===== config.mk =====
export PLATFORM = sky130hd
export DESIGN_NAME = xfer_count_top
export DESIGN_NICKNAME = d
export VERILOG_FILES = /design/src/rtl/xfer_cnt_pkg.sv /design/src/rtl/xc_stage.sv /design/src/rtl/xc_counter.sv /design/src/rtl/xc_readback.sv /design/src/rtl/xc_residual.sv /design/src/rtl/xfer_count_top.sv
export SDC_FILE = /design/constraint.sdc
export NUM_CORES = 1
export LEC_CHECK = 0
export ABC_AREA = 0
export BUFFER_PORTS_ARGS = -buffer_cell sky130_fd_sc_hd__buf_2
export CAP_MARGIN = 15
export CORE_MARGIN = 4
export CORE_UTILIZATION = 59
export CTS_CLUSTER_DIAMETER = 200
export CTS_CLUSTER_SIZE = 12
export DETAILED_ROUTE_END_ITERATION = 8
export PLACE_DENSITY = 0.86
export SLEW_MARGIN = 20
export SYNTH_ARGS = -nofsm -noshare
export SYNTH_HDL_FRONTEND = slang
export SYNTH_SLANG_ARGS = --single-unit

===== constraint.sdc =====
create_clock -name clk_i -period 7.03 [get_ports clk_i]
set_clock_uncertainty 0.15 [all_clocks]
set_input_delay 1.0545 -clock clk_i [delete_from_list [all_inputs] [get_ports clk_i]]
set_output_delay 1.0545 -clock clk_i [all_outputs]
set_load 0.01 [all_outputs]

===== src/rtl/xfer_cnt_pkg.sv =====
package xfer_cnt_pkg;
  // register index is shifted left by this amount to form the byte address
  localparam int unsigned IDX_SHIFT = 2;

  typedef enum logic [1:0] {
    IDX_LOW  = 2'd0,
    IDX_MID  = 2'd1,
    IDX_HIGH = 2'd2
  } cnt_idx_e;
endpackage


===== src/rtl/xc_stage.sv =====
module xc_stage #(
  parameter int unsigned BYTE_W    = 8,
  parameter int unsigned NUM_BYTES = 3,
  parameter int unsigned ADDR_W    = 4,
  localparam int unsigned CNT_W    = BYTE_W * NUM_BYTES,
  localparam int unsigned IDX_W    = ADDR_W - xfer_cnt_pkg::IDX_SHIFT
) (
  input  logic              clk_i,
  input  logic              rst_ni,
  input  logic              we_i,
  input  logic [ADDR_W-1:0] addr_i,
  input  logic [BYTE_W-1:0] wdata_i,
  output logic [CNT_W-1:0]  stage_o
);
  logic             aligned;
  logic [IDX_W-1:0] idx;

  assign aligned = (addr_i[xfer_cnt_pkg::IDX_SHIFT-1:0] == '0);
  assign idx     = addr_i[ADDR_W-1:xfer_cnt_pkg::IDX_SHIFT];

  for (genvar g = 0; g < NUM_BYTES; g++) begin : g_byte
    logic hit;
    assign hit = we_i && aligned && (idx == IDX_W'(g));
    always_ff @(posedge clk_i or negedge rst_ni) begin
      if (!rst_ni)  stage_o[g*BYTE_W +: BYTE_W] <= '0;
      else if (hit) stage_o[g*BYTE_W +: BYTE_W] <= wdata_i;
    end
  end
endmodule


===== src/rtl/xc_counter.sv =====
module xc_counter #(
  parameter int unsigned BYTE_W       = 8,
  parameter int unsigned NUM_BYTES    = 3,
  parameter int unsigned NARROW_BYTES = 2,
  localparam int unsigned CNT_W       = BYTE_W * NUM_BYTES,
  localparam int unsigned NARROW_W    = BYTE_W * NARROW_BYTES
) (
  input  logic             clk_i,
  input  logic             rst_ni,
  input  logic             load_i,
  input  logic             wide_i,
  input  logic [CNT_W-1:0] stage_i,
  input  logic             stb_i,
  output logic [CNT_W-1:0] count_o,
  output logic             tc_o
);
  localparam logic [CNT_W-1:0] NARROW_MAX = CNT_W'(1) << NARROW_W;

  logic [NARROW_W-1:0] narrow_val;
  logic [CNT_W-1:0]    load_val;
  logic                cnt_zero;

  assign narrow_val = stage_i[NARROW_W-1:0];
  assign cnt_zero   = (count_o == '0);

  always_comb begin
    if (wide_i)                 load_val = stage_i;
    else if (narrow_val == '0)  load_val = NARROW_MAX;  // zero encodes full 2^NARROW_W
    else                        load_val = CNT_W'(narrow_val);
  end

  always_ff @(posedge clk_i or negedge rst_ni) begin
    if (!rst_ni) begin
      count_o <= '0;
      tc_o    <= 1'b0;
    end else if (load_i) begin
      count_o <= load_val;
      tc_o    <= (load_val == '0);
    end else if (stb_i && !cnt_zero) begin
      count_o <= count_o - CNT_W'(1);
      if (count_o == CNT_W'(1)) tc_o <= 1'b1;
    end
  end
endmodule


===== src/rtl/xc_readback.sv =====
module xc_readback #(
  parameter int unsigned BYTE_W    = 8,
  parameter int unsigned NUM_BYTES = 3,
  parameter int unsigned ADDR_W    = 4,
  localparam int unsigned CNT_W    = BYTE_W * NUM_BYTES,
  localparam int unsigned IDX_W    = ADDR_W - xfer_cnt_pkg::IDX_SHIFT
) (
  input  logic [ADDR_W-1:0] addr_i,
  input  logic [CNT_W-1:0]  count_i,
  output logic [BYTE_W-1:0] rdata_o
);
  logic             aligned;
  logic [IDX_W-1:0] idx;

  assign aligned = (addr_i[xfer_cnt_pkg::IDX_SHIFT-1:0] == '0);
  assign idx     = addr_i[ADDR_W-1:xfer_cnt_pkg::IDX_SHIFT];

  always_comb begin
    rdata_o = '0;
    for (int i = 0; i < NUM_BYTES; i++) begin
      if (aligned && idx == IDX_W'(i)) rdata_o = count_i[i*BYTE_W +: BYTE_W];
    end
  end
endmodule


===== src/rtl/xc_residual.sv =====
module xc_residual #(
  parameter int unsigned CNT_W  = 24,
  parameter int unsigned FIFO_W = 5
) (
  input  logic [CNT_W-1:0]  count_i,
  input  logic [FIFO_W-1:0] fifo_level_i,
  output logic [CNT_W:0]    residual_o
);
  assign residual_o = (CNT_W+1)'(count_i) + (CNT_W+1)'(fifo_level_i);
endmodule


===== src/rtl/xfer_count_top.sv =====
module xfer_count_top #(
  parameter int unsigned BYTE_W       = 8,
  parameter int unsigned NUM_BYTES    = 3,
  parameter int unsigned NARROW_BYTES = 2,
  parameter int unsigned ADDR_W       = 4,
  parameter int unsigned FIFO_W       = 5,
  localparam int unsigned CNT_W       = BYTE_W * NUM_BYTES
) (
  input  logic              clk_i,
  input  logic              rst_ni,
  input  logic              reg_we_i,
  input  logic [ADDR_W-1:0] reg_addr_i,
  input  logic [BYTE_W-1:0] reg_wdata_i,
  output logic [BYTE_W-1:0] reg_rdata_o,
  input  logic              wide_en_i,
  input  logic              load_cmd_i,
  input  logic              byte_stb_i,
  input  logic [FIFO_W-1:0] fifo_level_i,
  output logic [CNT_W-1:0]  count_o,
  output logic              tc_o,
  output logic [CNT_W:0]    residual_o
);
  logic [CNT_W-1:0] stage;

  xc_stage #(.BYTE_W(BYTE_W), .NUM_BYTES(NUM_BYTES), .ADDR_W(ADDR_W)) u_stage (
    .clk_i   (clk_i),
    .rst_ni  (rst_ni),
    .we_i    (reg_we_i),
    .addr_i  (reg_addr_i),
    .wdata_i (reg_wdata_i),
    .stage_o (stage)
  );

  xc_counter #(.BYTE_W(BYTE_W), .NUM_BYTES(NUM_BYTES), .NARROW_BYTES(NARROW_BYTES)) u_cnt (
    .clk_i   (clk_i),
    .rst_ni  (rst_ni),
    .load_i  (load_cmd_i),
    .wide_i  (wide_en_i),
    .stage_i (stage),
    .stb_i   (byte_stb_i),
    .count_o (count_o),
    .tc_o    (tc_o)
  );

  xc_readback #(.BYTE_W(BYTE_W), .NUM_BYTES(NUM_BYTES), .ADDR_W(ADDR_W)) u_rb (
    .addr_i  (reg_addr_i),
    .count_i (count_o),
    .rdata_o (reg_rdata_o)
  );

  xc_residual #(.CNT_W(CNT_W), .FIFO_W(FIFO_W)) u_res (
    .count_i      (count_o),
    .fifo_level_i (fifo_level_i),
    .residual_o   (residual_o)
  );
endmodule


==> impl_results.md <==
* Clk Latency, worst-skew pair at about 300 ps
* FF/Latch Area at around 1200 µm²
* Dominant register cell in the synthesized netlist: dfrtp_1
* Setup violators final at 0
* Resized cells post-CTS at 0
* Critical path required time at roughly 5800 ps
* Place WS at ~2800 ps
* N_diodes at 0
* #FFs+latches synth at between 40 and 50
* Post-CTS Hold Fix Bufs at 0
* # clock sinks at between 40 and 50
* Total power at roughly 1.1 mW
* Slew headroom at between 30% and 40%
* Max Root-Sink Buffers at 2
* PD cells at approximately 280 nW/µm²
* WL/cell at ~19 µm
* Routed vias at 3004
* Actual slew at the worst max-slew pin at about 950 ps
* Core area at about 5600 µm²
* CTS HTree Levels at 2
* CTS tree: done
* CP Launch Type: primary input
* Vias in the first global route at 2978
* Post-route setup slack at roughly 2800 ps
* Sequential fraction of the synthesis area at between 30% and 40%
* Crit path arrival time at 3060 ps
* Drc violations at 0
* Clock group share of total power at between 10% and 20%
* Synthesized net count at a little under 400
* Remaining Overflow, GRT at 0
* Layout net count at 451
* Postcts setup bufs at 0
* Syn Inst Count at around 350
* Setup_tns at 0 ps
* RSZ-0062 raised after global routing: no
* Leak Pwr at between 1.5 and 2 nW
* Initial antenna violation count at 0
* Routability congestion estimate at a little under 1
* Status: completed
* Std cell rows at 27
* Footprint of the multi-input gates at roughly 2100 µm²
* Switching portion of total power at a little over 40%
* NetSw at between 0.4 and 0.5 mW
* Layout fillers at ~440
* Synth Cell Area at between 3000 and 4000 µm²
* DR pass1 iterations at 4
* Final hold viol count at 0
* Overall global routing resource usage at roughly a quarter
* Vias per Instance at a little over 6
* Clk Tree Root Cell: clkbuf_8
* Peak Freq at around 0.23 GHz
* Crit. Startpoint: fifo_level_i[0]
* Synth async-reset ratio at 100%
* Fin. max-slew vios at 0
* Post-synthesis to final-layout area growth at 13.4%
* Synth warn at 0
* Combinational share of power at between 30% and 40%
* First-pass GRT wire length at between 15 and 20 mm
* Final Cycle Share at between 60 and 70%
* Maximum VDD drop at between 0.2 and 0.25 mV
* Die Span Y at 84.8 µm
* Die Footprint at about 7200 µm²
* Hold path start: u_stage.stage_o[3]
* Port buffer count at 80
* Reg2reg start: u_cnt.count_o[1]
* Cell-internal power at 0.636 mW
* Crit. End Element: output pin
* Routed WL at 9.11 mm
* Starting density of the core at between 60% and 70%
* Share of layout cells above drive strength 1 at roughly a third
* Crit Path Class: primary input to output pin
* Part of the power in registers at ~44%
* Max cap viols at 0
* Post-route ant nets at 0
* Crit Path Max Fanout at 7
* Syn avg cell area at 9.83 µm²
* HP Class: flop to flop
* Die Width at ~85 µm
* Worst-path clk slew at 90 ps
* Total CTS buffers at 5
* Largest net degree at the start of global routing at 50
* Final min period at ~4300 ps
* Synth unique cells at 59
* # IOs at 81
* Initial DRC count at 293
* Number of flops mapped to enable cells by yosys at 0
* HPWL after detailed placement at around 7.0 mm
## flip-flops by register name, indices dropped and copies added (netlist names)
signal and flops:
u_cnt.count_o 24, u_stage.stage_o 24, u_cnt.tc_o 1
## routing by layer
metal | share of wire (%) | wire length (µm) | global-route usage, % | up-vias
met5 | 0 | 0 | 0 | -
met4 | 2.8 | 255 | 10.2 | 0
met3 | 7.9 | 723 | 4.32 | 21
met2 | 48 | 4400 | 43.3 | 146
met1 | 41 | 3720 | 34.3 | 1414
li1 | - | - | - | 1423
## layout make-up
type                            count  share of cell area (%)
Timing Repair Buffer               80                    10.2
Inverter                            6                   0.571
Sequential cell                    49                    31.1
Clock buffer                        7                    2.44
Clock inverter                      1                   0.127
Tap cell                           72                    2.28
Multi-Input combinational cell    277                    53.3
## path summary, 6_finish.rpt
| path | to | slack [ps] | cells past startpoint |
|---|---|---|---|
| hold reg to reg | u_cnt.count_o[3] | 370 | 2 |
| setup / recovery | residual_o[20] | 2770 | 9 |
| setup reg to reg | u_cnt.count_o[14] | 4400 | 7 |
| min in group asynchronous | u_cnt.count_o[22] | 610 | 1 |
| hold / removal | u_cnt.count_o[3] | 370 | 2 |
| max in group asynchronous | u_stage.stage_o[11] | 5710 | 1 |
## cells by family (layout without fill, tap and decap cells)
group           Yosys count  after routing  share of synthesized area, %
compound gates           67             67                          13.3
xor+xnor                 40             40                          10.1
fa+ha+maj                 9              9                          3.45
buf+inv                  28             94                          4.46
flops                    49             49                          35.3
mux                      30             30                          9.68
simple gates            131            131                          23.7
## power by group through the flow
stage               sequential [mW]  combinational (mW)  clock (mW)
floorplan                     0.424               0.335           0
global placement              0.474               0.415           0
detailed placement            0.478               0.431           0
CTS                           0.473               0.433       0.185
global route                  0.488               0.473       0.196
finish                        0.477               0.431       0.180
## critical path, stage by stage
cell	delay, ps
buf_2	100
ha_1	230
fa_1	430
a211oi_1	290
o21bai_1	230
nor3b_2	240
and3_1	190
xor2_1	130
buf_2	150
## synth_stat cells, drive strengths merged, types with 6 or more instances
library cell,count,share of area [%]
dfrtp,49,35
nand2,35,3.8
mux2,29,9.4
o21ai,25,3.7
nor2,21,2.3
xor2,21,5.3
xnor2,19,4.8
a21oi,15,2.2
buf,14,2.9
nand3,13,1.9
nor3,9,2.1
and3,8,1.4
clkbuf,8,0.90
ha,8,2.9
nand4,7,1.7
o2111ai,7,2.5
inv,6,0.65
nor4,6,1.9
## per-stage QoR
stage	cells	hold slack (ps)	instance area, µm²	util, %
2_1_floorplan	354	317	3480	-
3_3_place_gp	484	350	3840	68.4
3_5_place_dp	484	360	3840	68.4
4_1_cts	492	374	3940	70.2
5_1_grt	492	404	3950	70.3
6_report	492	371	3950	70.3
## layout by cell type (no fill, tap or decap), types with 7 or more instances in the layout
| master | synthesis | routed |
|---|---|---|
| o21ai_0 | 13 | 13 |
| nor2_1 | 21 | 21 |
| and3_1 | 8 | 8 |
| ha_1 | 8 | 8 |
| buf_2 | 6 | 79 |
| clkbuf_8 | 0 | 7 |
| a21oi_1 | 15 | 15 |
| xor2_1 | 21 | 21 |
| nand3_1 | 13 | 13 |
| mux2_2 | 29 | 29 |
| dfrtp_1 | 49 | 49 |
| xnor2_1 | 19 | 19 |
| nand2_1 | 35 | 35 |
| o21ai_1 | 11 | 11 |
(Power assumes the default switching activity.)
